[src/rtl/eeprom_wrstat_pkg.sv]
package eeprom_wrstat_pkg;
    localparam int BYTE_W      = 8;
    localparam int ADDR_W      = 10;
    localparam int ST_EN_BIT   = 7;
    localparam int ST_BP_LSB   = 2;
    localparam logic [BYTE_W-1:0] OP_STAT_WRITE = 8'h01;

    typedef enum logic [2:0] {
        ST_IDLE,
        ST_OPCODE,
        ST_DATA,
        ST_FULL,
        ST_IGNORE
    } frame_state_t;
endpackage

[src/rtl/spi_bit_shifter.sv]
module spi_bit_shifter #(
    parameter int BYTE_W = 8
) (
    input  logic              clk,
    input  logic              rst_n,
    input  logic              sck,
    input  logic              cs_n,
    input  logic              si,
    output logic              cs_hi,
    output logic              bit_rise,
    output logic              byte_tick,
    output logic [BYTE_W-1:0] shreg
);
    localparam int CNT_W = $clog2(BYTE_W);

    logic             sck_q, sck_prev, si_q;
    logic [CNT_W-1:0] cnt;

    always_ff @(posedge clk or negedge rst_n) begin
        if (!rst_n) begin
            sck_q    <= 1'b0;
            sck_prev <= 1'b0;
            si_q     <= 1'b0;
            cs_hi    <= 1'b1;
        end else begin
            sck_q    <= sck;
            sck_prev <= sck_q;
            si_q     <= si;
            cs_hi    <= cs_n;
        end
    end

    assign bit_rise = sck_q && !sck_prev && !cs_hi;

    always_ff @(posedge clk or negedge rst_n) begin
        if (!rst_n) begin
            cnt       <= '0;
            shreg     <= '0;
            byte_tick <= 1'b0;
        end else begin
            byte_tick <= bit_rise && (cnt == CNT_W'(BYTE_W - 1));
            if (cs_hi) begin
                cnt <= '0;
            end else if (bit_rise) begin
                cnt   <= cnt + 1'b1;
                shreg <= {shreg[BYTE_W-2:0], si_q};
            end
        end
    end
endmodule

[src/rtl/wrstat_frame_fsm.sv]
module wrstat_frame_fsm
    import eeprom_wrstat_pkg::*;
#(
    parameter int BYTE_W = 8
) (
    input  logic              clk,
    input  logic              rst_n,
    input  logic              cs_hi,
    input  logic              bit_rise,
    input  logic              byte_tick,
    input  logic [BYTE_W-1:0] shreg,
    output logic              commit
);
    frame_state_t state, state_nx;

    always_ff @(posedge clk or negedge rst_n) begin
        if (!rst_n) state <= ST_IDLE;
        else        state <= state_nx;
    end

    always_comb begin
        state_nx = state;
        if (cs_hi) begin
            state_nx = ST_IDLE;
        end else begin
            unique case (state)
                ST_IDLE:   state_nx = ST_OPCODE;
                ST_OPCODE: if (byte_tick)
                               state_nx = (shreg == OP_STAT_WRITE) ? ST_DATA : ST_IGNORE;
                ST_DATA:   if (byte_tick) state_nx = ST_FULL;
                ST_FULL:   if (bit_rise)  state_nx = ST_IGNORE;
                ST_IGNORE: state_nx = ST_IGNORE;
                default:   state_nx = ST_IDLE;
            endcase
        end
    end

    always_comb begin
        commit = (state == ST_FULL) && cs_hi;
    end
endmodule

[src/rtl/status_store.sv]
module status_store #(
    parameter int BYTE_W = 8,
    parameter int EN_BIT = 7,
    parameter int BP_LSB = 2
) (
    input  logic              clk,
    input  logic              rst_n,
    input  logic              commit,
    input  logic [BYTE_W-1:0] wr_byte,
    input  logic              wp_n,
    input  logic              wel,
    output logic              prot_en,
    output logic [1:0]        bp
);
    logic hw_lock;
    assign hw_lock = !wp_n && prot_en;

    always_ff @(posedge clk or negedge rst_n) begin
        if (!rst_n) begin
            prot_en <= 1'b0;
            bp      <= 2'b00;
        end else if (commit && wel && !hw_lock) begin
            prot_en <= wr_byte[EN_BIT];
            bp      <= wr_byte[BP_LSB+1:BP_LSB];
        end
    end
endmodule

[src/rtl/block_fence.sv]
module block_fence #(
    parameter int ADDR_W = 10
) (
    input  logic [1:0]        bp,
    input  logic [ADDR_W-1:0] addr,
    output logic              allow
);
    always_comb begin
        unique case (bp)
            2'b00: allow = 1'b1;
            2'b01: allow = !(&addr[ADDR_W-1:ADDR_W-2]);
            2'b10: allow = !addr[ADDR_W-1];
            2'b11: allow = 1'b0;
            default: allow = 1'b0;
        endcase
    end
endmodule

[src/rtl/eeprom_wrstat_prot.sv]
module eeprom_wrstat_prot
    import eeprom_wrstat_pkg::*;
(
    input  logic              clk,
    input  logic              rst_n,
    input  logic              sck,
    input  logic              cs_n,
    input  logic              si,
    output logic              so,
    output logic              so_oe,
    input  logic              wp_n,
    input  logic              wel,
    input  logic [ADDR_W-1:0] chk_addr,
    output logic              chk_allow,
    output logic [BYTE_W-1:0] status_rd
);
    logic              cs_hi, bit_rise, byte_tick, commit, prot_en;
    logic [BYTE_W-1:0] shreg;
    logic [1:0]        bp;

    spi_bit_shifter #(.BYTE_W(BYTE_W)) u_shift (
        .clk(clk), .rst_n(rst_n), .sck(sck), .cs_n(cs_n), .si(si),
        .cs_hi(cs_hi), .bit_rise(bit_rise), .byte_tick(byte_tick), .shreg(shreg)
    );

    wrstat_frame_fsm #(.BYTE_W(BYTE_W)) u_fsm (
        .clk(clk), .rst_n(rst_n), .cs_hi(cs_hi), .bit_rise(bit_rise),
        .byte_tick(byte_tick), .shreg(shreg), .commit(commit)
    );

    status_store #(.BYTE_W(BYTE_W), .EN_BIT(ST_EN_BIT), .BP_LSB(ST_BP_LSB)) u_stat (
        .clk(clk), .rst_n(rst_n), .commit(commit), .wr_byte(shreg),
        .wp_n(wp_n), .wel(wel), .prot_en(prot_en), .bp(bp)
    );

    block_fence #(.ADDR_W(ADDR_W)) u_fence (
        .bp(bp), .addr(chk_addr), .allow(chk_allow)
    );

    always_comb begin
        status_rd                        = '0;
        status_rd[ST_EN_BIT]             = prot_en;
        status_rd[ST_BP_LSB+1:ST_BP_LSB] = bp;
        so                               = 1'b0;
        so_oe                            = 1'b0;
    end
endmodule

[config.mk]
export PLATFORM = sky130hd
export DESIGN_NAME = eeprom_wrstat_prot
export DESIGN_NICKNAME = d
export VERILOG_FILES = /design/src/rtl/eeprom_wrstat_pkg.sv /design/src/rtl/spi_bit_shifter.sv /design/src/rtl/wrstat_frame_fsm.sv /design/src/rtl/status_store.sv /design/src/rtl/block_fence.sv /design/src/rtl/eeprom_wrstat_prot.sv
export SDC_FILE = /design/constraint.sdc
export NUM_CORES = 1
export LEC_CHECK = 0
export BUFFER_PORTS_ARGS = -buffer_cell sky130_fd_sc_hd__buf_2
export CAP_MARGIN = 20
export CORE_MARGIN = 10
export CORE_UTILIZATION = 54
export DETAILED_ROUTE_END_ITERATION = 10
export GPL_TIMING_DRIVEN = 0
export MAX_ROUTING_LAYER = met4
export PLACE_DENSITY = 0.92
export SLEW_MARGIN = 20
export SYNTH_ARGS = -nofsm -noshare
export SYNTH_HDL_FRONTEND = slang
export SYNTH_HIERARCHICAL = 1
export SYNTH_SLANG_ARGS = --single-unit
[constraint.sdc]
create_clock -name clk -period 4.15 [get_ports clk]
set_clock_uncertainty 0.2 [all_clocks]
set_input_delay 0.2075 -clock clk [delete_from_list [all_inputs] [get_ports clk]]
set_output_delay 0.2075 -clock clk [all_outputs]
set_load 0.02 [all_outputs]
==> results_dict.tcl, run 1 <==
set metrics [dict create \
    post_cts_buffers 0 \
    die-area_mm2 0.003982 \
    finalCriticalPeriod_ns 1.973 \
    layout-drive-gt1-share_pct 36.54 \
    postRouteAntennaNets 0 \
    path_clk_slew_ns 0.12 \
    io_pins 28 \
    powerDensity_mw_per_mm2 418.6 \
    first_pass_iters 4 \
    syn_area_per_cell_um2 13.03 \
    whs_path_depth 3 \
    hold_path.class "primary input to flop" \
    grt_overflow_total 0 \
    r2r_cells 4 \
    grt_usage_pct 9.281 \
    wl_per_cell_um 12.77 \
    io_buffer_count 12 \
    syn-cell-area_mm2 0.001003 \
    final_common_cell "dfrtp_1" \
    multi_input_area_um2 399.1 \
    hold_viol_final 0 \
    fill_cells 129 \
    worst_setup_path_end_kind "flop" \
    grt_max_degree 23 \
    max-vdd-ir-drop_v 0.0002527 \
    maxCapViolCount 0 \
    setup.worst_path.start "u_shift/cs_hi$_DFF_PN1_" \
    dp_hpwl_um 1236 \
    postCtsHoldBufs 5 \
    clock_path_buffers 2 \
    final_area_mm2 0.001220 \
    cp-endpoint "u_stat/bp[1]$_DFFE_PN0P_" \
    synthXorXnorAreaFrac_pct 0.8728 \
    drc 0 \
    num_vias 633 \
    grt_pass1_wl_um 2987 \
    r2r_start "u_shift/cs_hi$_DFF_PN1_" \
    numCtsBuffers 3 \
    grt_use_met3_pct 3.180 \
    utilization_pct 69.89 \
    routed_wl_um 1647 \
    yosys.area_share.simple_pct 12.59 \
    rrSetupSlack_ns 2.18 \
    setup_ws_ns 2.177 \
    busiest_layer "met2" \
    yosysUniqueCellTypes 28 \
    viasPerCell 4.907 \
    worstPathArrival_ns 1.97 \
    drtIter0Drc 28 \
    tritoncts "built" \
    post_cts_resized 0 \
    finalCritPeriodShare_pct 47.54 \
    synthMuxAreaShare_pct 15.71 \
    yosys_warnings 6 \
    hold_slack_ns 0.03777 \
    rsz0062_at_grt "no" \
    clock.fmax_mhz 506.9 \
    fin_tns_setup_ns 0 \
    die_w_um 63.11 \
    finalSetupViolCount 0 \
    cellLeakagePower_nw 0.6194 \
    regArea_um2 551.8 \
    initial_core_util_pct 57.49 \
    timing.rr.end "u_stat/bp[1]$_DFFE_PN0P_" \
    insertion_delay_ns 0.30 \
    rows 15 \
    met2_usage_pct 14.72 \
    syn2layout_area_growth_pct 21.57 \
    gp_congestion 0.6710 \
    cts-root-buf "clkbuf_4" \
    cp_max_fo 7 \
    nNetsFinal 124 \
    fp.coreArea_mm2 0.001745 \
    grt_util_met1_pct 10.31 \
    antenna_found_initial 0 \
    synth_top_family_by_area "multiplexers" \
    die_h_um 63.11 \
    pre_cts_ws_ns 2.191 \
    synth.ff_latch_count 22 \
    status "complete, no violations" \
    synth_fa_ha_area_share_pct 2.494 \
    layout_common_cells "dfrtp_1, buf_2, buf_4, mux2_2" \
    synth-compound-area-share_pct 5.486 \
    finalMaxSlewViolations 0 \
    n_antenna_cell 0 \
    place_area_mm2 0.001117 \
    worst_setup_path_start_kind "flop" \
    yosysSeqAreaShare_pct 54.99 \
    grt_pass1_vias 666 \
    clock_sinks 22 \
    crit_required_ns 4.15 \
    critical_path_class "flop to flop" \
    htree_levels 1 \
    syn_inst 77 \
]
==> per-layer routing <==
layer,up-vias,wire length [µm]
li1,306,-
met4,0,12
met5,-,0
met1,307,714
met3,2,131
met2,18,788
==> worst max-delay path, stage by stage (launching register included) <==
cell and delay [ns]:
dfstp_2 0.66, nor3b_1 0.38, nand2_1 0.12, a21oi_2 0.16
mux2_2 0.35
==> worst min-delay path by stage <==
stage / slack, ns / from / end
4_1_cts: 0.03 / wp_n / u_stat/prot_en$_DFFE_PN0P_
6_report: 0.04 / wp_n / u_stat/prot_en$_DFFE_PN0P_
5_1_grt: 0.04 / wp_n / u_stat/prot_en$_DFFE_PN0P_
3_5_place_dp: -0.02 / rst_n / u_stat/prot_en$_DFFE_PN0P_
3_3_place_gp: -0.02 / rst_n / u_fsm/state[2]$_DFFE_PN0P_
2_1_floorplan: -0.29 / rst_n / u_fsm/state[0]$_DFFE_PN0P_
==> report_power, final <==
| part | internal (mW) | switching [mW] |
|---|---|---|
| Sequential | 0.251 | 0.0290 |
| Combinational | 0.0437 | 0.0296 |
| Clock | 0.0976 | 0.0601 |
| Total | 0.392 | 0.119 |
==> cells by family (layout without fill, tap and decap cells) <==
group           Yosys count  after routing
flops                    22             22
simple gates             20             20
mux                      14             14
buf+inv                  10             31
compound gates            7              7
fa+ha+maj                 2              2
other cells               1              7
xor+xnor                  1              1
==> cell usage after synthesis <==
master / number / area (µm²)
a21oi_2: 1 / 8.760
a31oi_1: 1 / 6.260
a32o_1: 2 / 20.02
and2_1: 1 / 6.260
and3_1: 1 / 6.260
and4_1: 1 / 8.760
buf_4: 8 / 60.06
buf_6: 1 / 11.26
conb_1: 1 / 3.750
dfrtp_1: 21 / 525.5
dfstp_2: 1 / 26.28
ha_1: 2 / 25.02
inv_1: 1 / 3.750
mux2_1: 2 / 22.52
mux2_2: 8 / 90.09
mux2_4: 1 / 15.01
mux2i_1: 3 / 30.03
nand2_1: 3 / 11.26
nand2b_4: 1 / 13.76
nand3_1: 2 / 10.01
nor2_1: 7 / 26.28
nor2_8: 1 / 20.02
nor3b_1: 1 / 7.510
nor4_1: 1 / 6.260
o21a_1: 2 / 15.01
o21ai_0: 1 / 5.000
or4b_1: 1 / 10.01
xor2_1: 1 / 8.760
==> cell type report <==
class,instances,area share [%]
clock buffers,3,1.846
multi-input cells,51,32.72
flip-flops and latches,22,45.23
repair buffers,17,9.026
inverters,1,0.3077
clock inverters,1,2.462
plain buffers,9,5.846
well taps,25,2.564
==> sequential cells by signal, indices dropped and copies added (netlist names) <==
| name | flops |
|---|---|
| u_fsm/state | 3 |
| u_shift/byte_tick | 1 |
| u_shift/cnt | 3 |
| u_shift/cs_hi | 1 |
| u_shift/sck_prev | 1 |
| u_shift/sck_q | 1 |
| u_shift/shreg | 8 |
| u_shift/si_q | 1 |
| u_stat/bp | 2 |
| u_stat/prot_en | 1 |
==> metrics by stage <==
step | power, mW | cells
2_1_floorplan | 0.3305 | 83
3_3_place_gp | 0.3481 | 120
3_5_place_dp | 0.3546 | 120
4_1_cts | 0.5168 | 129
5_1_grt | 0.5399 | 129
6_report | 0.5106 | 129
No activity file was read; power rests on OpenSTA's default activity.
==> run 2, diff against run 1 <==
--- a/config.mk
+++ b/config.mk
@@ -8,11 +8,11 @@
 export BUFFER_PORTS_ARGS = -buffer_cell sky130_fd_sc_hd__buf_2
 export CAP_MARGIN = 20
 export CORE_MARGIN = 10
-export CORE_UTILIZATION = 54
+export CORE_UTILIZATION = 45
 export DETAILED_ROUTE_END_ITERATION = 10
 export GPL_TIMING_DRIVEN = 0
 export MAX_ROUTING_LAYER = met4
-export PLACE_DENSITY = 0.92
+export PLACE_DENSITY = 0.83
 export SLEW_MARGIN = 20
 export SYNTH_ARGS = -nofsm -noshare
 export SYNTH_HDL_FRONTEND = slang
==> constraint.sdc (replaced) <==
create_clock -name clk -period 1.7 [get_ports clk]
set_clock_uncertainty 0.2 [all_clocks]
set_input_delay 0.085 -clock clk [delete_from_list [all_inputs] [get_ports clk]]
set_output_delay 0.085 -clock clk [all_outputs]
set_load 0.02 [all_outputs]
==> run 2 against run 1 <==
Against the previous run:
- the run now ends with negative setup slack left
- setup slack lost 2.2 ns
- sequential share of layout area shrank 3.6 points
- combinational power grew to 2.7 times the previous value
- global-route usage grew 0.35 points
- final area grew 8.9%
- critical path depth is the same
- critical path type unchanged
==> results_dict.tcl, run 2 (synthesis results as in run 1) <==
set metrics [dict create \
    fin_cells 140 \
    path_clk_slew_ns 0.12 \
    fill_cells 174 \
    maxCapViolCount 0 \
    drtIter0Drc 47 \
    utilization_pct 61.25 \
    io_buffer_count 12 \
    antenna_found_initial 0 \
    r2r_start "u_shift/cs_hi$_DFF_PN1_" \
    layout-drive-gt1-share_pct 42.86 \
    initial_core_util_pct 46.25 \
    cts-root-buf "clkbuf_4" \
    setup_ws_ns -0.01462 \
    grt_usage_pct 9.630 \
    grt_pass1_vias 697 \
    grt_max_degree 23 \
    regArea_um2 553.0 \
    io_pins 28 \
    fin_tns_setup_ns -0.02849 \
    failed_checks "negative setup slack" \
    powerDensity_mw_per_mm2 958.8 \
    r2r_cells 4 \
    cellLeakagePower_nw 0.6647 \
    clock.fmax_mhz 583.2 \
    clock_sinks 22 \
    rrSetupSlack_ns -0.01 \
    max-vdd-ir-drop_v 0.0009957 \
    worst_setup_path_start_kind "flop" \
    largest_reg_flops 8 \
    cp_cell_sequence "nor3b_4, nand2_1, a21oi_2, mux2_2" \
    gp_congestion 0.7423 \
    die_h_um 67.22 \
    nNetsFinal 132 \
    clock_path_buffers 2 \
    cp-endpoint "u_stat/bp[0]$_DFFE_PN0P_" \
    postRouteAntennaNets 0 \
    rsz0062_at_grt "yes" \
    hold_path.class "primary input to asynchronous set/reset pin" \
    cp_max_fo 4 \
    die_w_um 67.22 \
    setup.worst_path.start "u_shift/cs_hi$_DFF_PN1_" \
    finalCriticalPeriod_ns 1.715 \
    n_antenna_cell 0 \
    tritoncts "built" \
    top_register "u_shift/shreg" \
    final_common_cell "dfrtp_1" \
    die-area_mm2 0.004519 \
    numCtsBuffers 3 \
    cpMaxStageDelayCell "dfstp_2" \
    finalCritPeriodShare_pct 100.9 \
    finalMaxSlewViolations 0 \
    dpl.cell_count 123 \
    crit_required_ns 1.70 \
    hold_viol_final 0 \
    grt_pass1_wl_um 3291 \
    top_regs "u_shift/shreg x8, u_fsm/state x3, u_shift/cnt x3" \
    multi_input_area_um2 415.4 \
    fp.coreArea_mm2 0.002170 \
    worst_setup_path_end_kind "flop" \
    num_vias 676 \
    status "finished, violations left" \
    dp_hpwl_um 1235 \
    layout_common_cells "dfrtp_1, buf_4, buf_2" \
    grt_overflow_total 0 \
    cp_slowest_stage_delay_ns 0.61 \
    drc 0 \
    worstPathArrival_ns 1.71 \
    wl_per_cell_um 13.39 \
    routed_wl_um 1874 \
    viasPerCell 4.829 \
    syn2layout_area_growth_pct 32.42 \
    rows 17 \
    critical_path_class "flop to flop" \
    finalSetupViolCount 2 \
    htree_levels 1 \
    first_pass_iters 4 \
    timing.rr.end "u_stat/bp[0]$_DFFE_PN0P_" \
    insertion_delay_ns 0.30 \
]
-- run 2: cell count changes in the layout (fill, tap and decap cells not counted) --
cell / previous run / this run
and3_1: 1 / 0
and3_4: 0 / 1
buf_12: 0 / 2
buf_4: 8 / 13
dfrtp_1: 21 / 20
dfrtp_2: 0 / 1
dlygate4sd3_1: 5 / 6
nor3b_1: 1 / 0
nor3b_4: 0 / 1
o21ai_0: 1 / 0
o21ai_1: 0 / 1
-- run 2: how the worst min path moves through the flow --
stage / cells after the start / slack [ns] / end / from
final: 2 / 0.04 / u_shift/si_q$_DFF_PN0_ / rst_n
after global routing: 2 / 0.07 / u_shift/si_q$_DFF_PN0_ / rst_n
after CTS: 2 / 0.04 / u_shift/si_q$_DFF_PN0_ / rst_n
after detailed placement: 1 / -0.14 / u_shift/si_q$_DFF_PN0_ / rst_n
after global placement: 1 / -0.14 / u_shift/si_q$_DFF_PN0_ / rst_n
after floorplan: 0 / -0.41 / u_fsm/state[0]$_DFFE_PN0P_ / rst_n
-- run 2: area by class of cell --
class | count | share of cell area, %
inverters | 1 | 0.2825
clock inverters | 1 | 2.260
clock buffers | 3 | 1.695
plain buffers | 9 | 5.367
repair buffers | 25 | 14.88
multi-input cells | 51 | 31.26
well taps | 28 | 2.637
flip-flops and latches | 22 | 41.62
-- run 2: critical path: cells and delay by family, from the launching register on --
family	cells	cell delay, ns
AO/OA/AOI/OAI	1	0.15
multiplexers	1	0.34
AND/OR/NAND/NOR	2	0.30
flip-flops	1	0.61
-- run 2: per-stage QoR --
stage | hold WS, ns | instance area, µm² | setup slack [ns] | power (mW)
6_report | 0.03803 | 1329 | -0.01462 | 1.274
5_1_grt | 0.07296 | 1329 | -0.1024 | 1.356
4_1_cts | 0.04374 | 1320 | -0.01170 | 1.278
3_5_place_dp | -0.1393 | 1126 | -0.1105 | 0.8654
3_3_place_gp | -0.1430 | 1126 | -0.07814 | 0.8507
2_1_floorplan | -0.4106 | 1031 | 0.006475 | 0.8070
-- run 2: metal layers --
layer	routed length [µm]	track usage [%]	share of wire (%)
met2	933	16.23	50
met4	0	1.795	0
met1	754	10.22	40
met3	186	4.463	9.9
met5	0	-	0
-- run 2: power by group --
group	internal, mW	switching [mW]	leakage, nW
registers	0.612	0.0710	0.280
logic	0.121	0.0804	0.357
clock network	0.238	0.152	0.0279
-- run 2: what timing repair did --
action,4_1_cts,5_1_grt
hold buffers,6,0
resized for setup,2,2
endpoints found under the hold margin,26,0
pin swaps,2,1
endpoints found under the setup margin,3,4
cloned,0,0
setup buffers,6,1
==> run 3, diff against run 2 <==
--- a/config.mk
+++ b/config.mk
@@ -13,6 +13,7 @@
 export GPL_TIMING_DRIVEN = 0
 export MAX_ROUTING_LAYER = met4
 export PLACE_DENSITY = 0.83
+export RECOVER_POWER = 100
 export SLEW_MARGIN = 20
 export SYNTH_ARGS = -nofsm -noshare
 export SYNTH_HDL_FRONTEND = slang
==> run 3 against run 2 <==
Against the previous run:
- the flow still finishes with violations (negative setup slack)
- final area shrank 0.38%
- maximum frequency shrank 0.15%
- via count grew 0.15%
- utilization shrank 0.23 points
- global-route usage is the same
- first-iteration DRC count is the same
- total power is essentially flat
- clock-buffer cell count is the same
- combinational power is essentially flat
- hold slack gained 0.17 ns
- critical path depth is the same
- final cell count is the same
- critical path type unchanged
- critical endpoint unchanged
==> results_dict.tcl, run 3 (synthesis results as in run 1) <==
set metrics [dict create \
    rows 17 \
    grt_pass1_wl_um 3291 \
    finalCriticalPeriod_ns 1.717 \
    finalCritPeriodShare_pct 101.0 \
    worst_setup_path_end_kind "flop" \
    n_antenna_cell 0 \
    clock_sinks 22 \
    hold_slack_ns 0.2090 \
    maxCapViolCount 0 \
    worstPathArrival_ns 1.71 \
    io_pins 28 \
    grt_pass1_vias 697 \
    worstMarginPinSlew_ns 1.131 \
    setup_ws_ns -0.01727 \
    cp_cell_sequence "nor3b_4, nand2_1, a21oi_2, mux2_2" \
    finalMaxSlewViolations 0 \
    cts-root-buf "clkbuf_4" \
    rsz0062_at_grt "yes" \
    hold_path.class "primary input to flop" \
    drc 0 \
    cellLeakagePower_nw 0.6487 \
    grt_max_degree 23 \
    critical_path_class "flop to flop" \
    finalSetupViolCount 2 \
    gp_congestion 0.7423 \
    first_pass_iters 4 \
    path_clk_slew_ns 0.12 \
    grt_overflow_total 0 \
    fin_tns_setup_ns -0.03379 \
    fill_cells 174 \
    die_h_um 67.22 \
    largest_reg_flops 8 \
    utilization_pct 61.02 \
    nNetsFinal 132 \
    timing.slew.headroom_pct 24.57 \
    powerDensity_mw_per_mm2 963.2 \
    die_w_um 67.22 \
    fp.coreArea_mm2 0.002170 \
    crit_required_ns 1.70 \
    antenna_found_initial 0 \
    intPower_uw 970.6 \
    layout_common_cells "dfrtp_1, buf_4, buf_2, mux2_2" \
    insertion_delay_ns 0.31 \
    tritoncts "built" \
    initial_core_util_pct 46.25 \
    pwr-share-comb_pct 15.8 \
    swShare_pct 23.88 \
    io_buffer_count 12 \
    wl_per_cell_um 13.44 \
    clock_path_buffers 2 \
    p_clk_share_pct 30.7 \
    hold_viol_final 0 \
    seq_power_share_pct 53.5 \
    num_vias 677 \
    status "finished, violations left" \
    viasPerCell 4.836 \
    grt_usage_pct 9.630 \
    htree_levels 1 \
    syn2layout_area_growth_pct 31.92 \
    dp_hpwl_um 1235 \
    routed_wl_um 1882 \
    final_common_cell "dfrtp_1" \
    cp_slowest_stage_delay_ns 0.62 \
    cp_max_fo 4 \
    drtIter0Drc 47 \
    cpMaxStageDelayCell "dfstp_2" \
    failed_checks "negative setup slack" \
    clock.fmax_mhz 582.3 \
    p_switching_uw 304.4 \
    postRouteAntennaNets 0 \
    max-vdd-ir-drop_v 0.001002 \
    top_register "u_shift/shreg" \
    pre_cts_ws_ns -0.1105 \
    top_regs "u_shift/shreg x8, u_fsm/state x3, u_shift/cnt x3" \
    layout-drive-gt1-share_pct 39.29 \
    die-area_mm2 0.004519 \
    worst_setup_path_start_kind "flop" \
    numCtsBuffers 3 \
]
-- run 3: cell count changes in the layout (fill, tap and decap cells not counted) --
cell      change
buf_2         -4
clkbuf_1      +4
-- run 3: repair_timing --
action,CTS,global route
hold endpoints to repair,26,0
setup endpoints to repair,3,4
pin swaps,2,1
gates resized for setup,2,2
hold buffers,6,0
gates cloned,0,0
setup buffers,6,1
-- run 3: layer usage --
layer	up-vias	part of all wire [%]	GRT usage [%]
met5	-	0	-
met1	325	42	10.22
met4	0	0	1.795
met3	0	8.8	4.463
met2	25	50	16.23
li1	327	-	-
-- run 3: area by class of cell --
| cell class | instances | area, µm² | area share (%) |
|---|---|---|---|
| clock buffer | 3 | 22.52 | 1.701 |
| sequential | 22 | 553.0 | 41.78 |
| buffer | 9 | 71.32 | 5.388 |
| tap | 28 | 35.03 | 2.647 |
| multi-input combinational | 51 | 415.4 | 31.38 |
| timing repair buffer | 25 | 192.7 | 14.56 |
| inverter | 1 | 3.754 | 0.2836 |
| clock inverter | 1 | 30.03 | 2.268 |
-- run 3: worst paths after layout --
path,start,slack (ns),cells past startpoint,end
min in group asynchronous,rst_n,0.30,2,u_shift/si_q$_DFF_PN0_
hold / removal,cs_n,0.21,2,u_shift/cs_hi$_DFF_PN1_
setup reg to reg,u_shift/cs_hi$_DFF_PN1_,-0.02,4,u_stat/bp[0]$_DFFE_PN0P_
setup / recovery,u_shift/cs_hi$_DFF_PN1_,-0.02,4,u_stat/bp[0]$_DFFE_PN0P_
max in group asynchronous,rst_n,0.26,2,u_fsm/state[1]$_DFFE_PN0P_
hold reg to reg,u_shift/sck_q$_DFF_PN0_,0.25,0,u_shift/sck_prev$_DFF_PN0_
-- run 3: critical path: cells and delay by family, from the launching register on --
kind / cells / cell delay (ns)
DFF: 1 / 0.62
muxes: 1 / 0.34
AOI/OAI and AO/OA: 1 / 0.15
and+or+nand+nor: 2 / 0.30
-- run 3: through the flow --
stage / total power, mW / area [µm²] / std cells
5_1_grt: 1.356 / 1324 / 140
4_1_cts: 1.278 / 1320 / 139
3_5_place_dp: 0.8654 / 1126 / 123
3_3_place_gp: 0.8507 / 1126 / 123
2_1_floorplan: 0.8070 / 1031 / 83
6_report: 1.275 / 1324 / 140
-- run 3: power by group through the flow --
stage	clock, mW	combinational [mW]	sequential, mW
2_1_floorplan	0	0.135	0.672
3_3_place_gp	0	0.161	0.690
3_5_place_dp	0	0.171	0.694
4_1_cts	0.398	0.197	0.682
5_1_grt	0.433	0.226	0.697
6_report	0.391	0.201	0.683
